`src/rtl/cfgl_pkg.sv`:
```
package cfgl_pkg;

  typedef enum logic [1:0] {
    ST_IDLE = 2'd0,
    ST_LOAD = 2'd1,
    ST_READ = 2'd2
  } seqState_t;

  // strobes from the sequencer to the datapath
  typedef struct packed {
    logic clrCnt;
    logic acceptWord;
    logic sampleBit;
  } dpStrobe_t;

  // keep-mask lookup: one position out of every stride holds user state
  function automatic logic keepLookup(input int unsigned idx, input int unsigned stride);
    return (idx % stride) == (stride - 1);
  endfunction

endpackage

```
`src/rtl/cfgl_ctrl.sv`:
```
module cfgl_ctrl
  import cfgl_pkg::*;
(
  input  logic      clk,
  input  logic      rstN,
  input  logic      loadStart,
  input  logic      readStart,
  input  logic      wordValid,
  input  logic      cntLast,
  output dpStrobe_t strobe,
  output logic      busy,
  output logic      wordReady,
  output logic      rbShift,
  output logic      loadDone,
  output logic      readDone
);

  seqState_t state, stateNext;

  always_comb begin
    strobe.clrCnt     = (state == ST_IDLE);
    strobe.acceptWord = (state == ST_LOAD) && wordValid;
    strobe.sampleBit  = (state == ST_READ);
  end

  always_comb begin
    stateNext = state;
    unique case (state)
      ST_IDLE: begin
        if (loadStart)      stateNext = ST_LOAD;   // load wins a tie
        else if (readStart) stateNext = ST_READ;
      end
      ST_LOAD: if (strobe.acceptWord && cntLast) stateNext = ST_IDLE;
      ST_READ: if (cntLast)                      stateNext = ST_IDLE;
      default: stateNext = ST_IDLE;
    endcase
  end

  always_ff @(posedge clk) begin
    if (!rstN) begin
      state    <= ST_IDLE;
      loadDone <= 1'b0;
      readDone <= 1'b0;
    end else begin
      state    <= stateNext;
      loadDone <= strobe.acceptWord && cntLast;
      readDone <= strobe.sampleBit && cntLast;
    end
  end

  assign busy      = (state != ST_IDLE);
  assign wordReady = (state == ST_LOAD);
  assign rbShift   = (state == ST_READ);

  // a load request from idle opens the word window
  p_load_opens_r2: assert property (@(posedge clk) disable iff (!rstN)
    (state == ST_IDLE && loadStart) |=> wordReady);

  // start requests during a running load leave it running
  p_busy_load_kept_r9: assert property (@(posedge clk) disable iff (!rstN)
    (state == ST_LOAD && (loadStart || readStart) && !(strobe.acceptWord && cntLast))
      |=> (state == ST_LOAD));

  // start requests during a running readback leave it running
  p_busy_read_kept_r9: assert property (@(posedge clk) disable iff (!rstN)
    (state == ST_READ && (loadStart || readStart) && !cntLast) |=> (state == ST_READ));

  // completion pulses never overlap
  p_one_done_r4: assert property (@(posedge clk) disable iff (!rstN)
    $onehot0({loadDone, readDone}));

endmodule

```
`src/rtl/cfgl_datapath.sv`:
```
module cfgl_datapath
  import cfgl_pkg::*;
#(
  parameter int LANES       = 32,
  parameter int STREAM_BITS = 4096,
  parameter int KEEP_STRIDE = 64
) (
  input  logic             clk,
  input  logic             rstN,
  input  dpStrobe_t        strobe,
  input  logic [LANES-1:0] wordData,
  input  logic [LANES-1:0] rbData,
  output logic             cntLast,
  output logic [LANES-1:0] cfgData,
  output logic             cfgShift,
  output logic [LANES-1:0] outData,
  output logic             outValid
);

  localparam int CNT_W = (STREAM_BITS > 2) ? $clog2(STREAM_BITS) : 1;

  logic [CNT_W-1:0] bitCnt;
  logic             keepHit;
  logic             keepCapture;

  assign cntLast     = (bitCnt == CNT_W'(STREAM_BITS - 1));
  assign keepHit     = keepLookup(32'(bitCnt), KEEP_STRIDE);
  assign keepCapture = strobe.sampleBit && keepHit;

  // one bit counter serves all chips: they shift in lockstep
  always_ff @(posedge clk) begin
    if (!rstN || strobe.clrCnt)
      bitCnt <= '0;
    else if (strobe.acceptWord || strobe.sampleBit)
      bitCnt <= cntLast ? '0 : bitCnt + 1'b1;
  end

  always_ff @(posedge clk) begin
    if (!rstN) begin
      cfgShift <= 1'b0;
      outValid <= 1'b0;
    end else begin
      cfgShift <= strobe.acceptWord;
      outValid <= keepCapture;
    end
  end

  // per-chip lane registers
  for (genvar lane = 0; lane < LANES; lane++) begin : g_lane
    always_ff @(posedge clk) begin
      if (!rstN) begin
        cfgData[lane] <= 1'b0;
        outData[lane] <= 1'b0;
      end else begin
        if (strobe.acceptWord) cfgData[lane] <= wordData[lane];
        if (keepCapture)       outData[lane] <= rbData[lane];
      end
    end
  end

  // an accepted word shows up on the serial lanes next cycle
  p_word_to_lanes_r3: assert property (@(posedge clk) disable iff (!rstN)
    strobe.acceptWord |=> (cfgShift && cfgData == $past(wordData)));

  // output only follows a readback sample
  p_valid_after_sample_r7: assert property (@(posedge clk) disable iff (!rstN)
    outValid |-> $past(strobe.sampleBit));

endmodule

```
`src/rtl/cfg_stream_loader.sv`:
```
module cfg_stream_loader
  import cfgl_pkg::*;
#(
  parameter int LANES       = 32,
  parameter int STREAM_BITS = 4096,
  parameter int KEEP_STRIDE = 64
) (
  input  logic             clk,
  input  logic             rstN,
  input  logic             loadStart,
  input  logic             readStart,
  input  logic             wordValid,
  input  logic [LANES-1:0] wordData,
  output logic             wordReady,
  output logic [LANES-1:0] cfgData,
  output logic             cfgShift,
  output logic             loadDone,
  input  logic [LANES-1:0] rbData,
  output logic             rbShift,
  output logic             outValid,
  output logic [LANES-1:0] outData,
  output logic             readDone,
  output logic             busy
);

  dpStrobe_t strobe;
  logic      cntLast;

  cfgl_ctrl i_ctrl (
    .clk       (clk),
    .rstN      (rstN),
    .loadStart (loadStart),
    .readStart (readStart),
    .wordValid (wordValid),
    .cntLast   (cntLast),
    .strobe    (strobe),
    .busy      (busy),
    .wordReady (wordReady),
    .rbShift   (rbShift),
    .loadDone  (loadDone),
    .readDone  (readDone)
  );

  cfgl_datapath #(
    .LANES       (LANES),
    .STREAM_BITS (STREAM_BITS),
    .KEEP_STRIDE (KEEP_STRIDE)
  ) i_datapath (
    .clk      (clk),
    .rstN     (rstN),
    .strobe   (strobe),
    .wordData (wordData),
    .rbData   (rbData),
    .cntLast  (cntLast),
    .cfgData  (cfgData),
    .cfgShift (cfgShift),
    .outData  (outData),
    .outValid (outValid)
  );

  // readback cycles never produce a configuration shift
  p_no_cfg_in_read_r8: assert property (@(posedge clk) disable iff (!rstN)
    rbShift |=> !cfgShift);

  // load window and readback clocking are exclusive
  p_exclusive_ops_r6: assert property (@(posedge clk) disable iff (!rstN)
    !(wordReady && rbShift));

  // completion coincides with the final shift
  p_done_with_shift_r4: assert property (@(posedge clk) disable iff (!rstN)
    loadDone |-> (cfgShift && !busy));

  // words offered outside a load are dropped
  p_idle_word_dropped_r5: assert property (@(posedge clk) disable iff (!rstN)
    (wordValid && !wordReady) |=> !cfgShift);

  // simultaneous requests from idle start the load
  p_tie_goes_load_r10: assert property (@(posedge clk) disable iff (!rstN)
    (!busy && loadStart && readStart) |=> (wordReady && !rbShift));

endmodule

```
`config.mk`:
```
export PLATFORM = sky130hd
export DESIGN_NAME = cfg_stream_loader
export DESIGN_NICKNAME = d
export VERILOG_FILES = /design/src/rtl/cfgl_pkg.sv /design/src/rtl/cfgl_ctrl.sv /design/src/rtl/cfgl_datapath.sv /design/src/rtl/cfg_stream_loader.sv
export SDC_FILE = /design/constraint.sdc
export NUM_CORES = 1
export LEC_CHECK = 0
export ABC_CLOCK_PERIOD_IN_PS = 1700
export BUFFER_PORTS_ARGS = -buffer_cell sky130_fd_sc_hd__buf_4
export CORE_MARGIN = 10
export CORE_UTILIZATION = 42
export DETAILED_ROUTE_END_ITERATION = 12
export GPL_ROUTABILITY_DRIVEN = 0
export PLACE_DENSITY = 0.76
export REMOVE_ABC_BUFFERS = 1
export SLEW_MARGIN = 20
export SYNTH_ARGS = -nofsm -noshare
export SYNTH_HDL_FRONTEND = slang
export SYNTH_SLANG_ARGS = --single-unit
```
`constraint.sdc`:
```
create_clock -name clk -period 1.7 [get_ports clk]
set_clock_uncertainty 0.2 [all_clocks]
set_input_delay 0 -clock clk [delete_from_list [all_inputs] [get_ports clk]]
set_output_delay 0 -clock clk [all_outputs]
set_load 0.005 [all_outputs]
```
==> impl_metrics.py <==
metrics = {
    "status": {
        "outcome": "finished, violations left",
        "violations": "negative setup slack",
    },
    "logic_synthesis": {
        "synth_area_leaders": "dfxtp_1 52%, nand2_1 16%, a21boi_0 8.3%",
        "synth_area_um2": 3170,
        "yosysUniqueCellTypes": 35,
        "synth_top_area_share_pct": 51.8,
        "netlist_top_cells_count": "137 x nand2_1, 82 x dfxtp_1, 35 x a21boi_0",
        "ys_seq_area_share_pct": 51.8,
        "syn_avg_cell_area_um2": 8.57,
        "synth-seq-cells": 82,
        "yosysMostFrequentCell": "nand2_1",
        "synth_top_flop_cell": "dfxtp_1",
        "yosys.area.top_type": "dfxtp_1",
        "yosys_warnings": 0,
        "async_flop_share_pct": 0,
        "synth_edf_count": 0,
        "synthCells": 370,
    },
    "global_route": {
        "track_usage_pct": 19.1,
        "gr-total-overflow": 0,
        "grt_pass1_wl_um": 17500,
        "grt_max_degree": 42,
        "antenna_found_initial": 1,
        "grt_pass1_vias": 3408,
    },
    "place": {
        "dp_slack_ns": -0.103,
        "placedInstanceArea_um2": 4440,
        "port_buffers": 139,
        "dp_hpwl_um": 6910,
    },
    "critical_path": {
        "r2r_start": "i_datapath.bitCnt[0]",
        "critPathArrivalTime_ns": 1.74,
        "startpoint_type": "register",
        "worstPathMaxFanout": 8,
        "ff2ff_setup_slack_ns": -0.01,
        "crit_type": "reg2reg",
        "critPathRequiredTime_ns": 1.73,
        "reg2regPathDepth": 5,
        "end_kind": "register",
        "reg2reg_to": "i_datapath.bitCnt[2]",
    },
    "timing": {
        "relSlewSlack_pct": 79.5,
        "fmax_mhz": 584,
        "fin_crit_sh_pct": 101,
        "finalSetupTns_ns": -0.0408,
        "slew_viol_final": 0,
        "fin_crit_ns": 1.71,
        "hold_viol": 0,
        "finalHoldWorstSlack_ns": 0.251,
        "rsz0062_at_grt": "true",
        "worst_slack_ns": -0.0127,
        "worstMarginPinSlew_ns": 0.304,
        "setup_viol": 7,
    },
    "drt": {
        "ant_nets": 0,
        "drtPass1Iterations": 4,
        "route.detailed.drc": 0,
        "drt-total-wl_um": 11400,
        "vias": 3380,
        "avgViaCountPerCell": 4.84,
        "wl_per_cell_um": 16.4,
        "drt_iter0_drc": 133,
    },
    "clock_network": {
        "cts_tree": "built",
        "cts.clk_slew.worst_paths_ns": 0.08,
        "ctsLongestPathBuffers": 2,
        "cts_sinks": 82,
        "cts_made_buffers": 9,
        "clock-root-buffer": "clkbuf_8",
        "cts.htree.levels": 3,
        "insertion_delay_ns": 0.34,
    },
    "run": {
        "max_cap_viol_count": 0,
    },
    "min_path": {
        "min-delay-start": "rbData[23]",
        "hold_path_class": "in2reg",
        "hold_end": "i_datapath.outData[23]",
        "hold_depth": 4,
    },
    "floorplanning": {
        "die_w_um": 107,
        "die_y_um": 107,
        "core_um2": 7290,
        "dieArea_um2": 11400,
        "rows": 31,
        "initial_core_util_pct": 43.5,
        "io_pins": 140,
    },
    "pwr": {
        "power.total_w": 0.00406,
        "power_leakage_nw": 2.29,
        "p_per_area_nw_per_um2": 742,
        "max-vdd-ir-drop_uv": 461,
    },
    "layout": {
        "syn_to_final_growth_pct": 72.4,
        "fill_cells": 519,
        "drive_gt1_share_pct": 33.4,
        "final_cell_area_um2": 5470,
        "nNetsFinal": 661,
    },
}
[worst max-delay path, cell delays in order (launching register included)]
cell,delay [ns]
dfxtp_2,0.36
ha_4,0.14
nand2_2,0.05
or4_4,0.53
o21bai_4,0.24
nor2_1,0.08
[worst max-delay path by stage]
| stage | end | cells past startpoint | startpoint |
|---|---|---|---|
| after floorplan | i_datapath.bitCnt[11] | 4 | i_ctrl.state[1] |
| after global placement | i_datapath.bitCnt[7] | 5 | i_datapath.bitCnt[0] |
| after detailed placement | i_datapath.bitCnt[5] | 5 | i_datapath.bitCnt[1] |
| after CTS | i_datapath.bitCnt[2] | 5 | i_datapath.bitCnt[0] |
| after global routing | i_datapath.bitCnt[2] | 5 | i_datapath.bitCnt[1] |
| final | i_datapath.bitCnt[2] | 5 | i_datapath.bitCnt[0] |
[cell families after synthesis]
family	count (synthesis)	share of synthesized area, %
AO/OA/AOI/OAI	80	19.3
adder cells (fa/ha/maj)	1	0.395
flip-flops	82	51.8
XOR/XNOR	9	2.49
buffers and inverters	27	3.95
AND/OR/NAND/NOR	171	22.1
[per-stage QoR]
| step | utilization [%] | cells |
|---|---|---|
| final | 75.0 | 698 |
| after global routing | 74.9 | 696 |
| after CTS | 73.8 | 691 |
| after detailed placement | 60.9 | 606 |
| after global placement | 60.9 | 606 |
| after floorplan | - | 345 |
[cells in the final DEF, fill, tap and decap left out, types with 5 or more instances in the layout]
| master | count |
|---|---|
| dfxtp_1 | 77 |
| xor2_1 | 9 |
| a21boi_0 | 33 |
| a21boi_1 | 31 |
| clkbuf_8 | 10 |
| nand2_1 | 136 |
| dfxtp_2 | 5 |
| nor2_1 | 15 |
| buf_4 | 161 |
| dlygate4sd3_1 | 68 |
[power by group]
group	switching, W	leakage (nW)	internal, W
Combinational	0.000191	1.52	0.000325
Sequential	0.0000222	0.666	0.00196
Clock	0.000691	0.103	0.000869
[layer usage]
metal  vias to the layer above  global-route usage [%]  part of all wire (%)
li1                       1656                       -                     -
met1                      1599                    19.4                    39
met2                        92                    35.1                    53
met3                        33                    4.85                   4.3
met4                         0                    10.4                   4.2
met5                         -                       0                     0
[final cells by class]
cell class                 count  area [µm²]  share of cell area (%)
inverter                       2        7.51                   0.137
sequential                    82        1650                    30.1
antenna                        3        7.51                   0.137
clock inverter                 4        75.1                    1.37
multi-input combinational    261        1450                    26.5
clock buffer                  12         145                    2.66
timing repair buffer         235        2010                    36.8
tap                           99         124                    2.27
[registers in the layout (all words and copies together), names as in the netlist]
register / cells
i_ctrl.state: 2
i_ctrl.readDone: 1
i_datapath.cfgData: 32
i_datapath.outData: 32
i_ctrl.loadDone: 1
i_datapath.outValid: 1
i_datapath.cfgShift: 1
i_datapath.bitCnt: 12
[what timing repair did]
action,4_1_cts,5_1_grt
endpoints found under the setup margin,10,55
hold buffers,68,0
gates cloned,0,1
gates resized for setup,10,11
pin swaps,2,3
endpoints found under the hold margin,70,0
buffers inserted,1,3
(Power assumes the default switching activity.)
